`src/rtl/fcs_pkg.sv`:
```
package fcs_pkg;
   typedef enum logic [1:0] {SEQ_IDLE, SEQ_HAVE_DATA, SEQ_ARMED} seq_state_t;

   localparam logic [1:0] RSEL_DIV  = 2'd0;
   localparam logic [1:0] RSEL_STAT = 2'd1;
   localparam logic [1:0] RSEL_CMD  = 2'd2;
   localparam logic [1:0] RSEL_PROT = 2'd3;

   localparam int ST_EMPTY = 0;
   localparam int ST_DONE  = 1;
   localparam int ST_ACC   = 2;
   localparam int ST_PROT  = 3;

   localparam int CW = 8;
   localparam logic [CW-1:0] OP_PROG   = 8'h20;
   localparam logic [CW-1:0] OP_PERASE = 8'h40;
   localparam logic [CW-1:0] OP_MERASE = 8'h41;

   function automatic logic op_known(input logic [CW-1:0] op);
      return (op == OP_PROG) || (op == OP_PERASE) || (op == OP_MERASE);
   endfunction
endpackage

```
`src/rtl/fcs_regs.sv`:
```
module fcs_regs
   import fcs_pkg::*;
#(
   parameter int AW   = 12,
   parameter int DW   = 16,
   parameter int DIVW = 8
) (
   input  logic            clk,
   input  logic            rst_n,
   input  logic            we,
   input  logic [1:0]      sel,
   input  logic [DW-1:0]   wdata,
   output logic [DIVW-1:0] div_val,
   output logic            div_loaded,
   output logic [AW-1:0]   prot_bound
);
   always_ff @(posedge clk) begin
      if (!rst_n) begin
         div_val    <= '0;
         div_loaded <= 1'b0;
         prot_bound <= '0;
      end else if (we) begin
         if (sel == RSEL_DIV) begin
            div_val    <= wdata[DIVW-1:0];
            div_loaded <= 1'b1;
         end
         if (sel == RSEL_PROT) prot_bound <= wdata[AW-1:0];
      end
   end


   loaded_sticky_chk: assert property (@(posedge clk) disable iff (!rst_n)
      div_loaded |=> div_loaded);
endmodule

```
`src/rtl/fcs_seq.sv`:
```
module fcs_seq
   import fcs_pkg::*;
#(
   parameter int AW       = 12,
   parameter int DW       = 16,
   parameter bit PROT_LOW = 1'b1
) (
   input  logic          clk,
   input  logic          rst_n,
   input  logic          fl_we,
   input  logic [AW-1:0] fl_addr,
   input  logic [DW-1:0] fl_wdata,
   input  logic          reg_we,
   input  logic [1:0]    reg_sel,
   input  logic [DW-1:0] reg_wdata,
   input  logic          buf_empty,
   input  logic          div_loaded,
   input  logic [AW-1:0] prot_bound,
   output logic          launch,
   output logic [CW-1:0] l_cmd,
   output logic [AW-1:0] l_addr,
   output logic [DW-1:0] l_data,
   output logic          acc_err,
   output logic          prot_viol
);
   seq_state_t    st, st_nxt;
   logic          acc_set, pv_set, cap_data, cap_cmd;
   logic          in_prot, op_viol, is_launch, clr_acc, clr_pv;
   logic [CW-1:0] op_in;

   assign op_in     = reg_wdata[CW-1:0];
   assign is_launch = reg_we && (reg_sel == RSEL_STAT) && reg_wdata[ST_EMPTY];
   assign clr_acc   = reg_we && (reg_sel == RSEL_STAT) && reg_wdata[ST_ACC];
   assign clr_pv    = reg_we && (reg_sel == RSEL_STAT) && reg_wdata[ST_PROT];

   generate
      if (PROT_LOW) begin : g_prot_low
         assign in_prot = l_addr < prot_bound;
      end else begin : g_prot_high
         assign in_prot = (prot_bound != '0) && (l_addr >= prot_bound);
      end
   endgenerate

   assign op_viol = (op_in == OP_MERASE) ? (prot_bound != '0) : in_prot;

   always_comb begin
      st_nxt   = st;
      acc_set  = 1'b0;
      pv_set   = 1'b0;
      cap_data = 1'b0;
      cap_cmd  = 1'b0;
      launch   = 1'b0;
      unique case (st)
         SEQ_IDLE: begin
            if (fl_we) begin
               if (acc_err || prot_viol || !buf_empty) acc_set = 1'b1;
               else begin
                  cap_data = 1'b1;
                  st_nxt   = SEQ_HAVE_DATA;
               end
            end else if (reg_we && ((reg_sel == RSEL_CMD) || is_launch)) begin
               acc_set = 1'b1;
            end
         end
         SEQ_HAVE_DATA: begin
            if (reg_we && (reg_sel == RSEL_CMD) && !fl_we) begin
               st_nxt = SEQ_IDLE;
               if (!op_known(op_in)) acc_set = 1'b1;
               else if (op_viol)     pv_set  = 1'b1;
               else begin
                  cap_cmd = 1'b1;
                  st_nxt  = SEQ_ARMED;
               end
            end else if (fl_we || reg_we) begin
               acc_set = 1'b1;
               st_nxt  = SEQ_IDLE;
            end
         end
         SEQ_ARMED: begin
            if (is_launch && !fl_we) begin
               st_nxt = SEQ_IDLE;
               if (!div_loaded) acc_set = 1'b1;
               else             launch  = 1'b1;
            end else if (fl_we || reg_we) begin
               acc_set = 1'b1;
               st_nxt  = SEQ_IDLE;
            end
         end
         default: st_nxt = SEQ_IDLE;
      endcase
   end

   always_ff @(posedge clk) begin
      if (!rst_n) begin
         st        <= SEQ_IDLE;
         acc_err   <= 1'b0;
         prot_viol <= 1'b0;
         l_cmd     <= '0;
         l_addr    <= '0;
         l_data    <= '0;
      end else begin
         st        <= st_nxt;
         acc_err   <= (acc_err & ~clr_acc) | acc_set;
         prot_viol <= (prot_viol & ~clr_pv) | pv_set;
         if (cap_data) begin
            l_addr <= fl_addr;
            l_data <= fl_wdata;
         end
         if (cap_cmd) l_cmd <= op_in;
      end
   end


   launch_needs_div_chk: assert property (@(posedge clk) disable iff (!rst_n)
      launch |-> div_loaded);


   no_start_with_err_chk: assert property (@(posedge clk) disable iff (!rst_n)
      (st == SEQ_IDLE && fl_we && (acc_err || prot_viol)) |=> (st == SEQ_IDLE && acc_err));


   unknown_op_chk: assert property (@(posedge clk) disable iff (!rst_n)
      (st == SEQ_HAVE_DATA && reg_we && reg_sel == RSEL_CMD && !fl_we && !op_known(op_in))
         |=> (acc_err && st == SEQ_IDLE));
endmodule

```
`src/rtl/fcs_queue.sv`:
```
module fcs_queue
   import fcs_pkg::*;
#(
   parameter int AW = 12,
   parameter int DW = 16
) (
   input  logic          clk,
   input  logic          rst_n,
   input  logic          launch,
   input  logic [CW-1:0] l_cmd,
   input  logic [AW-1:0] l_addr,
   input  logic [DW-1:0] l_data,
   input  logic          be_done,
   output logic          be_start,
   output logic [CW-1:0] be_cmd,
   output logic [AW-1:0] be_addr,
   output logic [DW-1:0] be_data,
   output logic          buf_empty,
   output logic          cmd_done
);
   logic pend_v, act_v;

   assign be_start  = pend_v && !act_v;
   assign buf_empty = !pend_v;
   assign cmd_done  = !pend_v && !act_v;

   always_ff @(posedge clk) begin
      if (!rst_n) begin
         pend_v  <= 1'b0;
         act_v   <= 1'b0;
         be_cmd  <= '0;
         be_addr <= '0;
         be_data <= '0;
      end else begin
         if (launch) begin
            pend_v  <= 1'b1;
            be_cmd  <= l_cmd;
            be_addr <= l_addr;
            be_data <= l_data;
         end else if (be_start) begin
            pend_v <= 1'b0;
         end
         if (be_start)     act_v <= 1'b1;
         else if (be_done) act_v <= 1'b0;
      end
   end


   pend_after_done_chk: assert property (@(posedge clk) disable iff (!rst_n)
      (be_done && pend_v) |=> be_start);


   launch_needs_room_chk: assert property (@(posedge clk) disable iff (!rst_n)
      launch |-> buf_empty);


   single_start_chk: assert property (@(posedge clk) disable iff (!rst_n)
      be_start |=> !be_start);
endmodule

```
`src/rtl/flash_cmd_seq.sv`:
```
module flash_cmd_seq
   import fcs_pkg::*;
#(
   parameter int AW       = 12,
   parameter int DW       = 16,
   parameter int DIVW     = 8,
   parameter bit PROT_LOW = 1'b1
) (
   input  logic          clk,
   input  logic          rst_n,
   input  logic          fl_we,
   input  logic [AW-1:0] fl_addr,
   input  logic [DW-1:0] fl_wdata,
   input  logic          reg_we,
   input  logic [1:0]    reg_sel,
   input  logic [DW-1:0] reg_wdata,
   output logic [DW-1:0] reg_rdata,
   output logic          be_start,
   output logic [7:0]    be_cmd,
   output logic [AW-1:0] be_addr,
   output logic [DW-1:0] be_data,
   input  logic          be_done
);
   localparam int LOADED_BIT = DW - 1;

   generate
      if (DW < CW || DW < 4) begin : g_bad_dw
         $error("DW too narrow for command and status fields");
      end
      if (DIVW >= DW) begin : g_bad_divw
         $error("DIVW must leave room for the loaded bit");
      end
      if (AW > DW) begin : g_bad_aw
         $error("AW must fit in a register word");
      end
   endgenerate

   logic [DIVW-1:0] div_val;
   logic            div_loaded;
   logic [AW-1:0]   prot_bound;
   logic            launch, acc_err, prot_viol, buf_empty, cmd_done;
   logic [CW-1:0]   l_cmd;
   logic [AW-1:0]   l_addr;
   logic [DW-1:0]   l_data;

   fcs_regs #(.AW(AW), .DW(DW), .DIVW(DIVW)) i_regs (
      .clk(clk), .rst_n(rst_n), .we(reg_we), .sel(reg_sel), .wdata(reg_wdata),
      .div_val(div_val), .div_loaded(div_loaded), .prot_bound(prot_bound)
   );

   fcs_seq #(.AW(AW), .DW(DW), .PROT_LOW(PROT_LOW)) i_seq (
      .clk(clk), .rst_n(rst_n), .fl_we(fl_we), .fl_addr(fl_addr), .fl_wdata(fl_wdata),
      .reg_we(reg_we), .reg_sel(reg_sel), .reg_wdata(reg_wdata),
      .buf_empty(buf_empty), .div_loaded(div_loaded), .prot_bound(prot_bound),
      .launch(launch), .l_cmd(l_cmd), .l_addr(l_addr), .l_data(l_data),
      .acc_err(acc_err), .prot_viol(prot_viol)
   );

   fcs_queue #(.AW(AW), .DW(DW)) i_queue (
      .clk(clk), .rst_n(rst_n), .launch(launch), .l_cmd(l_cmd), .l_addr(l_addr),
      .l_data(l_data), .be_done(be_done), .be_start(be_start), .be_cmd(be_cmd),
      .be_addr(be_addr), .be_data(be_data), .buf_empty(buf_empty), .cmd_done(cmd_done)
   );

   always_comb begin
      reg_rdata = '0;
      unique case (reg_sel)
         RSEL_DIV: begin
            reg_rdata[DIVW-1:0]  = div_val;
            reg_rdata[LOADED_BIT] = div_loaded;
         end
         RSEL_STAT: begin
            reg_rdata[ST_EMPTY] = buf_empty;
            reg_rdata[ST_DONE]  = cmd_done;
            reg_rdata[ST_ACC]   = acc_err;
            reg_rdata[ST_PROT]  = prot_viol;
         end
         RSEL_CMD:  reg_rdata[CW-1:0] = l_cmd;
         default:   reg_rdata[AW-1:0] = prot_bound;
      endcase
   end


   done_implies_empty_chk: assert property (@(posedge clk) disable iff (!rst_n)
      be_start |=> !cmd_done);
endmodule

```
`config.mk`:
```
export PLATFORM = sky130hd
export DESIGN_NAME = flash_cmd_seq
export DESIGN_NICKNAME = d
export VERILOG_FILES = /design/src/rtl/fcs_pkg.sv /design/src/rtl/fcs_regs.sv /design/src/rtl/fcs_seq.sv /design/src/rtl/fcs_queue.sv /design/src/rtl/flash_cmd_seq.sv
export SDC_FILE = /design/constraint.sdc
export NUM_CORES = 1
export LEC_CHECK = 0
export ABC_AREA = 1
export CORE_AREA = 2 2 101 103
export DETAILED_ROUTE_END_ITERATION = 10
export DIE_AREA = 0 0 103 105
export PLACE_DENSITY = 0.71
export SLEW_MARGIN = 25
export SYNTH_ARGS = -nofsm -noshare
export SYNTH_HDL_FRONTEND = slang
export SYNTH_SLANG_ARGS = --single-unit
export TNS_END_PERCENT = 30
```
`constraint.sdc`:
```
create_clock -name clk -period 3.4 [get_ports clk]
set_input_delay 0.68 -clock clk [delete_from_list [all_inputs] [get_ports clk]]
set_output_delay 0.68 -clock clk [all_outputs]
set_load 0.02 [all_outputs]
```
* Word-level counts from Yosys, hierarchy flattened *
Cells that the tools add are included.
Widths: inputs -> output; s select.

storage, ports and cells
  bits of input ports = 51
  register bits after elaboration = 99
  output and inout bits = 53
  logic and storage cells = 99

operators by class
  muxes and demuxes = 40
  equal/unequal tests = 10
  $lt $le $gt $ge = 1
  bitwise gates (word level) = 6
  reduce and logical (&&, ||, !) cells = 28

operators by type and width
  operator            number
  $mux 1              28
  $pmux 4 s3          2
  $eq 8x7->1 const B  2
  $mux 2              7
  $lt 12x12->1        1
  $reduce_bool 12->1  1
  $logic_and 1x1->1   10
  $eq 8x6->1 const B  1
  $eq 2x2->1 const B  3
  $logic_or 1x1->1    6
  $pmux 2 s3          1
  $reduce_and 2->1    3
  $eq 2x1->1 const B  2
  $logic_not 2->1     2
  $mux 4              1
  $ne 2x2->1 const B  2
  $reduce_bool 2->1   2
  $logic_not 1->1     3
  $pmux 1 s3          1
  $reduce_or 3->1     1
  $and 1x1->1         2
  $not 1->1           2
  $or 1x1->1          2

* Logic depth before layout (Yosys ltp) *
Gate-level depths: netlist of the first run.

  word-level depth = 9
  mapped depth = 13
  mapped depth without buffers = 13

* Modules after synthesis *
A second synthesis of the first run with hierarchy kept.

second synthesis, totals
  cell total of the unflattened synthesis = 718
  area total of the unflattened synthesis = 4793.3 sq um

by module, submodules not included
  module         area each (sq um)  cells an instance  sequential area each (sq um)  times used
  fcs_seq        2001.9             289                800.8                         1
  fcs_queue      1599.0             239                760.7                         1
  fcs_regs       905.9              133                420.4                         1
  flash_cmd_seq  286.5              57                 0.0                           1

* Worst setup path after synthesis of the first run *
Ideal clock, no wire load.

  kind = input to output
  from = in reg_sel[0]
  to = out reg_rdata[2]
  cell stages on the path = 3
  data required time = 2.720 ns
  setup slack = 1.307 ns
  path buffers = 1
  arrival time = 1.413 ns
  cells stage by stage = nand2_1 > clkbuf_1 > o21ai_0

on the way
  word-level cells in the longest chain between the ends = 2
  elaborated cells on any way between the ends = 4
  classes of those cells = 2 x eq/ne; 1 x mux; 1 x reduce/logical

RTL lines
  what                                      line                 source
  start: declaration                        flash_cmd_seq.sv:15  input logic [1:0] reg_sel,
  $eq 2x2->1, or another cell as far along  flash_cmd_seq.sv:67  unique case (reg_sel)
  $pmux 4 s3 *                              flash_cmd_seq.sv:67
  end: declaration                          flash_cmd_seq.sv:17  output logic [DW-1:0] reg_rdata,

Mark *: on every way between the ends. The rest lies on a longest branch, timed or not.

* Worst setup path in the final report of the first run *
  from = in reg_sel[1]
  to = out reg_rdata[2]

The elaborated chain is that of the path after synthesis.

==> results of run 1 <==
[per-layer routing]
layer  vias up  share of wire (%)
met4         0                1.3
met2       123                 48
met1      1779                 45
met3        13                6.1
met5         -                  0
li1       1969                  -
[path summary, 6_finish.rpt]
check                   startpoint                   to  slack, ns
max                     reg_sel[1]         reg_rdata[2]       0.25
min               i_seq.l_data[11]  i_queue.be_data[11]       0.45
max reg2reg  i_regs.prot_bound[11]       i_seq.l_cmd[2]       1.49
min reg2reg       i_seq.l_data[11]  i_queue.be_data[11]       0.45
[layout make-up]
cell class,count,area (um2)
multi-input cells,369,1815
clock inverters,6,95.09
well taps,133,166.4
repair buffers,105,1036
inverters,54,202.7
flip-flops and latches,99,1982
fillers,928,4204
clock buffers,10,137.6
[kinds of logic (layout without fill, tap and decap cells)]
kind of cell    Yosys count  count (layout)
simple gates            214             214
compound gates          141             141
flops                    99              99
buf+inv                  84             175
fa+ha+maj                11              11
other cells               1               3
[cell usage in the layout, fill, tap and decap left out]
master | Yosys | routed
o21a_1 | 1 | 1
nand2_2 | 2 | 2
a22o_1 | 1 | 1
o211ai_1 | 4 | 4
nand4_1 | 5 | 5
nor2_4 | 3 | 3
conb_1 | 1 | 3
o21ai_0 | 36 | 36
nand3_1 | 31 | 31
nand2_1 | 81 | 81
o2111ai_1 | 2 | 2
inv_8 | 0 | 1
clkdlybuf4s50_1 | 0 | 95
a21oi_2 | 4 | 4
bufinv_16 | 0 | 2
clkinvlp_4 | 0 | 2
nand3_2 | 1 | 1
clkbuf_8 | 0 | 10
buf_2 | 8 | 1
nor2_2 | 2 | 2
a21oi_1 | 62 | 62
inv_6 | 0 | 1
dfxtp_1 | 99 | 99
inv_1 | 49 | 49
ha_1 | 11 | 11
nor2_1 | 84 | 84
o21ai_1 | 30 | 30
inv_2 | 5 | 5
nand3b_1 | 1 | 1
buf_4 | 4 | 8
nor4_4 | 1 | 1
o21ai_2 | 1 | 1
buf_12 | 0 | 1
nor3_1 | 3 | 3
[flip-flops by register name, indices dropped and copies added, names as in the netlist]
signal / flops
i_queue.be_data: 16
i_regs.div_loaded: 1
i_seq.acc_err: 1
i_seq.prot_viol: 1
i_seq.l_addr: 12
i_seq.st: 2
i_seq.l_cmd: 8
i_seq.l_data: 16
i_regs.prot_bound: 12
i_queue.pend_v: 1
i_queue.act_v: 1
i_queue.be_addr: 12
i_regs.div_val: 8
i_queue.be_cmd: 8
[power breakdown]
part / switching, W / leakage (nW) / internal (W)
Combinational: 0.000180 / 1.34 / 0.000129
Sequential: 0.0000230 / 0.805 / 0.00120
Clock: 0.000423 / 0.111 / 0.000442
Total: 0.000626 / 2.26 / 0.00177
[metrics by stage]
stage	worst slack [ns]	hold slack (ns)	instances	total power (W)
final	0.2519	0.4463	776	0.002399
after global placement	0.2687	0.4387	760	0.001550
after floorplan	1.307	0.4298	552	0.001434
after global routing	0.1821	0.4786	776	0.002501
after CTS	0.2629	0.4542	776	0.002416
after detailed placement	0.2684	0.4452	760	0.001559
[critical path, cell delays in order]
cell and delay, ns:
clkdlybuf4s50_1 0.59, nand2_1 0.10, inv_2 0.10, a22o_1 0.14, a21oi_1 0.04, o21ai_0 0.15, clkdlybuf4s50_1 0.68
==> results.md, run 1 <==
Finish:
- The number of antenna diodes in the final layout is 0.
- After the last flow step, the layout net total stands at 700.
- Of the cells placed in the final design, the portion with a size suffix greater than 1 is 6.998%.
- Cells fill 56.39% of the core in the end.
- The area growth from synthesis to final layout is 30.73%.
- The final standard cell area without fillers is 0.005435 mm2.

Detailed routing:
- The pre-antenna-repair detailed-routing pass consisted of 4 iterations.
- In the final routed layout, each cell accounts on average for 13.89 um.
- After detailed routing, the number of vias per cell comes to 5.005.
- The detailed router placed 3884 vias in this run.
- In the routed design, unresolved DRC markers number 0.
- The number of nets with antenna violations after routing is 0.
- After the first detailed-routing iteration, the DRC count stood at 138.
- The final routed wirelength across all metal layers is 10780 um.

Global routing:
- For this run, global-route usage on met2 was measured as 34.32%.
- The via count of the first global-routing pass is 3874.
- Global routing finished with a remaining overflow of 0.
- The first-pass GRT wire length is 17860 um.
- The maximum number of pins on one net before global-route repair is 52.
- In the global route stage, met1 resource usage came out at 26.88%.
- The most heavily used metal layer in global routing is met2.
- The number of antenna violations at the first check in global routing is 0.
- The total track usage is 20.73%.
- The fraction of met3 tracks used by global routing is 4.013%.

STA:
- The clock period could shrink to 3.148 ns.
- The max-slew violation count came to 0.
- For the final routed database, the setup TNS stands at 0 ns.
- The final cycle utilization of the critical path is 92.59%.
- Setup repair after global routing left no endpoint under its margin.
- In this run the tightest slew margin relative to its limit is 49.18%.
- The number of failing hold endpoints at the final stage is 0.
- For the final database, setup skew stands at 0.01623 ns.
- Based on the critical path, the design can be clocked at up to 0.3176 GHz.
- Setup violations remaining at the end of the flow were counted as 0.
- The transition time of the tightest slew-check pin is 0.7615 ns.

Logic synthesis:
- Each instance of the synthesized netlist takes up on average 7.560 um2.
- The number of different library cells used by synthesis comes to 32.
- In the synthesized netlist the dominant register cell turns out to be dfxtp_1.
- The area fraction of the dominant cell type after synthesis is 47.67%.
- In this run the cell area of the synthesized design comes to 0.004158 mm2.
- The synthesized design contains 0 enable-type register cells.
- The register area share after synthesis is 47.67%.
- The cell accounting for the most synthesized area is dfxtp_1.
- After Yosys synthesis, XOR and XNOR cells account for 0% of the synthesized area.
- After Yosys synthesis, full adders, half adders and majority gates account for 3.310% of the synthesized area.
- The gate count after technology mapping is 550.
- After synthesis, the largest family of logic cells by area is simple AND/OR/NAND/NOR gates.
- The count of yosys warnings during synthesis is 0.
- By area the synthesized netlist is led by dfxtp_1, nor2_1, a21oi_1.
- The fraction of the mapped netlist area in simple logic gates is 22.09%.
- After synthesis, the share of flip-flops with an asynchronous set or reset is 0%.
- The flop and latch count out of synthesis is 99.
- Of the post-synthesis cell area, the part taken by muxes is 0%.
- The complex-gate fraction of the synthesized area is 18.00%.
- By count the netlist is led by dfxtp_1, nor2_1, nand2_1, a21oi_1, inv_1.
- dfxtp_1 is the most common cell in the netlist.

Floorplan:
- In this run the vertical extent of the chip is 105 um.
- 104 I/O pins were placed.
- The starting density of the core is 43.13%.
- Row generation in the floorplan step produced 36 rows.
- The floorplan step defined a core boundary enclosing 0.009639 mm2.
- The die covers 0.01082 mm2.
- The overall die width is 103 um.

Job:
- The number of max-cap violations is 0.

CTS:
- For this design, the sink count on the clock tree is 99.
- The number of gates resized after CTS was 0.
- At the later pin of the worst-skew pair, clock insertion delay measures 0.37 ns.
- The TritonCTS buffer count is 9.
- The number of buffers between clock root and the deepest sink is 2.
- The number of levels in the clock H-tree is 3.
- TritonCTS built the clock tree.
- The hold buffer count at CTS is 0.
- In this run the clock root is driven by a clkbuf_8.
- The clock transition at the registers of the reported paths is 0.09 ns.
- Once the clock tree was built, the setup fixing pass inserted 0 buffers.

Critical path:
- The startpoint type of the worst setup path is a primary input.
- The data arrival time of the worst path is 2.47 ns.
- In this run the worst path has a maximum fanout of 5.
- The worst endpoint required time is 2.72 ns.
- The nature of the critical path endpoint is an output pin.
- The worst setup path is of the primary input to output pin kind.
- The number of cells on the worst reg-to-reg path is 13.

Place:
- The standard cell area after detailed placement is 0.005202 mm2.
- The congestion estimate from routability-driven global placement came to 0.8832.
- After legalization and detailed placement, the total HPWL measured 7645 um.
- Buffers placed on the I/O ports in this run total 96.

Hold path:
- Along the worst hold path, the cell count comes to 2.
- The worst hold path belongs to the class register to register.

Pwr:
- The worst-case IR drop observed on VDD is 0.2273 mV.
- Summed over all cells, the static leakage comes to 2.259 nW.
- The power per unit of standard cell area is 441.4 mW/mm2.

Status:
- The flow ran to the end, and the final reports show no timing, DRC or antenna violations.
(Power assumes the default switching activity.)
==> inputs of run 2 (changes only) <==
- CORE_AREA: 2 2 101 103 -> 2 2 105 107
- DIE_AREA: 0 0 103 105 -> 0 0 107 109
- PLACE_DENSITY: 0.71 -> 0.67
- clock period: 3.4 -> 3.5 ns (I/O delays scaled with it)
==> run 2 against run 1 <==
Effect of this change: clock power is 23% lower; clock-buffer cell count is 1 higher; sequential power hardly changed; clock skew is 0.0058 ns lower; die area is 7.8% higher; core utilization is 5.7 points lower; critical path type unchanged; critical endpoint is now reg_rdata[1]; highest routed layer unchanged.
==> results.md, run 2 (synthesis gave the netlist of run 1 again) <==
Pwr:
- The maximum VDD drop is 0.1956 mV.
- The power per unit of standard cell area is 400.4 mW/mm2.
- The analysis attributes to cell leakage a power of 2.239 nW.

Place:
- The worst setup slack before clock tree synthesis is 0.1768 ns.
- Summed over all nets, the half-perimeter wirelength after detailed placement is 7623 um.
- At the end of routability-driven placement, the weighted congestion stood at 0.8979.
- The number of placed instances, taps included is 767.
- The total of buffers placed on input and output ports is 96.

Detailed routing:
- The via count is 3890.
- In the final routed layout, each cell accounts on average for 13.70 um.
- The number of violations reported at the end of detailed-routing iteration 0 is 237.
- The detailed-router iteration count before antenna repair is 6.
- The remaining design rule violation count is 0.
- In the routed layout, each cell is associated on average with a via count of 4.968.
- The final layout contains routed wiring with a total length of 10730 um.
- The number of nets with antenna violations after routing is 0.

Critical path:
- The kind of cell adding the most delay to the critical path is buffers and inverters.
- In this run the worst path has a maximum fanout of 11.
- The number of buffer and inverter stages on the critical path is 3.
- The setup path with the least slack is of type primary input to output pin.
- The worst stage delay on the critical path is 0.64 ns.
- The nature of the critical path endpoint is an output pin.
- Data arrives at the worst endpoint at 2.63 ns.
- The worst endpoint required time is 2.80 ns.
- The signal on the critical path passes through clkdlybuf4s50_1 -> nand2_1 -> inv_1 -> nand2_1 -> o2111ai_1 -> clkdlybuf4s50_1.
- On the critical path, the stage with the largest delay is an instance of clkdlybuf4s50_1.
- STA classifies the critical path startpoint as a primary input.

Floorplan:
- Once the floorplan was initialized, standard cells occupied 39.21% of the core.
- The area of the core is 0.01060 mm2.
- The top-level port count is 104.
- The overall die width is 107 um.
- The die covers 0.01166 mm2.
- The die span in y is 109 um.
- After floorplanning, the core was divided into 38 placement rows.

STA:
- The minimum period implied by the final worst setup slack is 3.333 ns.
- The max-slew violation count is 0.
- For the final database, setup skew stands at 0.01040 ns.
- The transition time of the tightest slew-check pin is 0.7778 ns.
- The upper clock frequency limit is 0.3000 GHz.
- The setup total negative slack is 0 ns.
- Of the available clock period, the critical path in the final layout requires 95.23%.
- In the post-route analysis, the smallest setup slack over all paths is 0.1669 ns.
- The number of failing hold endpoints at the final stage is 0.
- Headroom to the max-slew limit came out at 48.09%.
- Setup repair after global routing left no endpoint under its margin.
- Setup violations remaining at the end of the flow were counted as 0.

CTS:
- The total setup buffers inserted after CTS is 0.
- The post-cts repair resize count is 0.
- The hold buffer count at CTS is 0.
- In this run the deepest clock path goes through 2 buffers.
- Buffers inserted during clock tree synthesis total 9.
- TritonCTS built the clock tree.
- The number of sinks on the clock net is 99.
- Clock latency on the worst-skew pair, taken at its later pin, is 0.37 ns.
- After clock tree synthesis, the clock-pin slew on the worst setup and hold paths is 0.09 ns.
- Clock tree synthesis selected as its root buffer the cell clkbuf_8.
- The H-tree was split into 3 levels.

Finish:
- In the layout the commonest cells are dfxtp_1, clkdlybuf4s50_1, nor2_1.
- The repair_antennas step left the layout with diodes totalling 0.
- The most common library cell in the layout ignoring fill and taps is dfxtp_1.
- For this run, the post-layout net count is 700.
- The layout cell share with drive strength beyond 1 is 6.843%.
- The area growth from synthesis to final layout is 29.13%.
- The number of standard cells in the layout, taps in and fillers out is 783.
- The largest registers in the layout are i_queue.be_data: 16 flops, i_seq.l_data: 16 flops.

Global routing:
- The via count of the first global-routing pass is 3693.
- The number of antenna violations at the first check in global routing came to 0.
- The maximum number of pins on one net before global-route repair is 41.
- Global routing finished with a remaining overflow of 0.
- The first global-routing pass estimated 17720 um of wire.
- Across every metal layer, demand over resource in global routing totals 19.25%.

Job:
- The number of max-cap violations is 0.

Hold path:
- The path class of the lowest-slack min-delay path is register to register.

Status:
- The flow ran to the end, and the final reports show no timing, DRC or antenna violations.
## run 2: power by group
group	leakage (nW)	internal, W	switching, W	total (W)
logic	1.34	0.000125	0.000173	0.000298
registers	0.805	0.00117	0.0000224	0.00119
clock network	0.0928	0.000275	0.000388	0.000663
total	2.24	0.00157	0.000583	0.00215
## run 2: metrics by stage
step / power [W] / cell area, um2 / util, % / hold WS [ns]
6_report: 0.002150 / 5369 / 50.64 / 0.4594
5_1_grt: 0.002259 / 5369 / 50.64 / 0.4834
4_1_cts: 0.002174 / 5369 / 50.64 / 0.4646
3_5_place_dp: 0.001515 / 5199 / 49.03 / 0.4515
3_3_place_gp: 0.001506 / 5199 / 49.03 / 0.4392
2_1_floorplan: 0.001393 / 4165 / - / 0.4298
## run 2: area by class of cell
cell class              count  area [um2]
fillers                  1042        5234
repair buffers            105        1023
clock buffers              11       141.4
well taps                 140       175.2
inverters                  54       202.7
multi-input cells         369        1815
flip-flops and latches     99        1982
clock inverters             5       28.78
## run 2: worst paths after layout
check	start	end	depth (start not counted)	slack, ns
setup / recovery	reg_sel[1]	reg_rdata[1]	6	0.17
hold / removal	i_seq.l_data[7]	i_seq.l_data[7]	2	0.46
hold reg to reg	i_seq.l_data[7]	i_seq.l_data[7]	2	0.46
setup reg to reg	i_regs.prot_bound[11]	i_seq.l_cmd[2]	13	1.56
## run 2: layer usage
| metal | wire length [um] | GRT usage (%) |
|---|---|---|
| met3 | 563 | 3.885 |
| met5 | 0 | 0 |
| met4 | 167 | 6.957 |
| met2 | 5088 | 31.71 |
| met1 | 4907 | 25.13 |
## run 2: worst reg2reg max path: cells and delay by family, from the launching register on
kind / cells / cell delay, ns
fa+ha+maj: 1 / 0.30
flops: 1 / 0.35
simple gates: 10 / 1.07
buf+inv: 2 / 0.12
==> inputs of run 3 (changes only) <==
- SLEW_MARGIN: 25 -> default
==> results of run 3 <==
The final DEF is identical to that of run 2; final timing and power are the same.
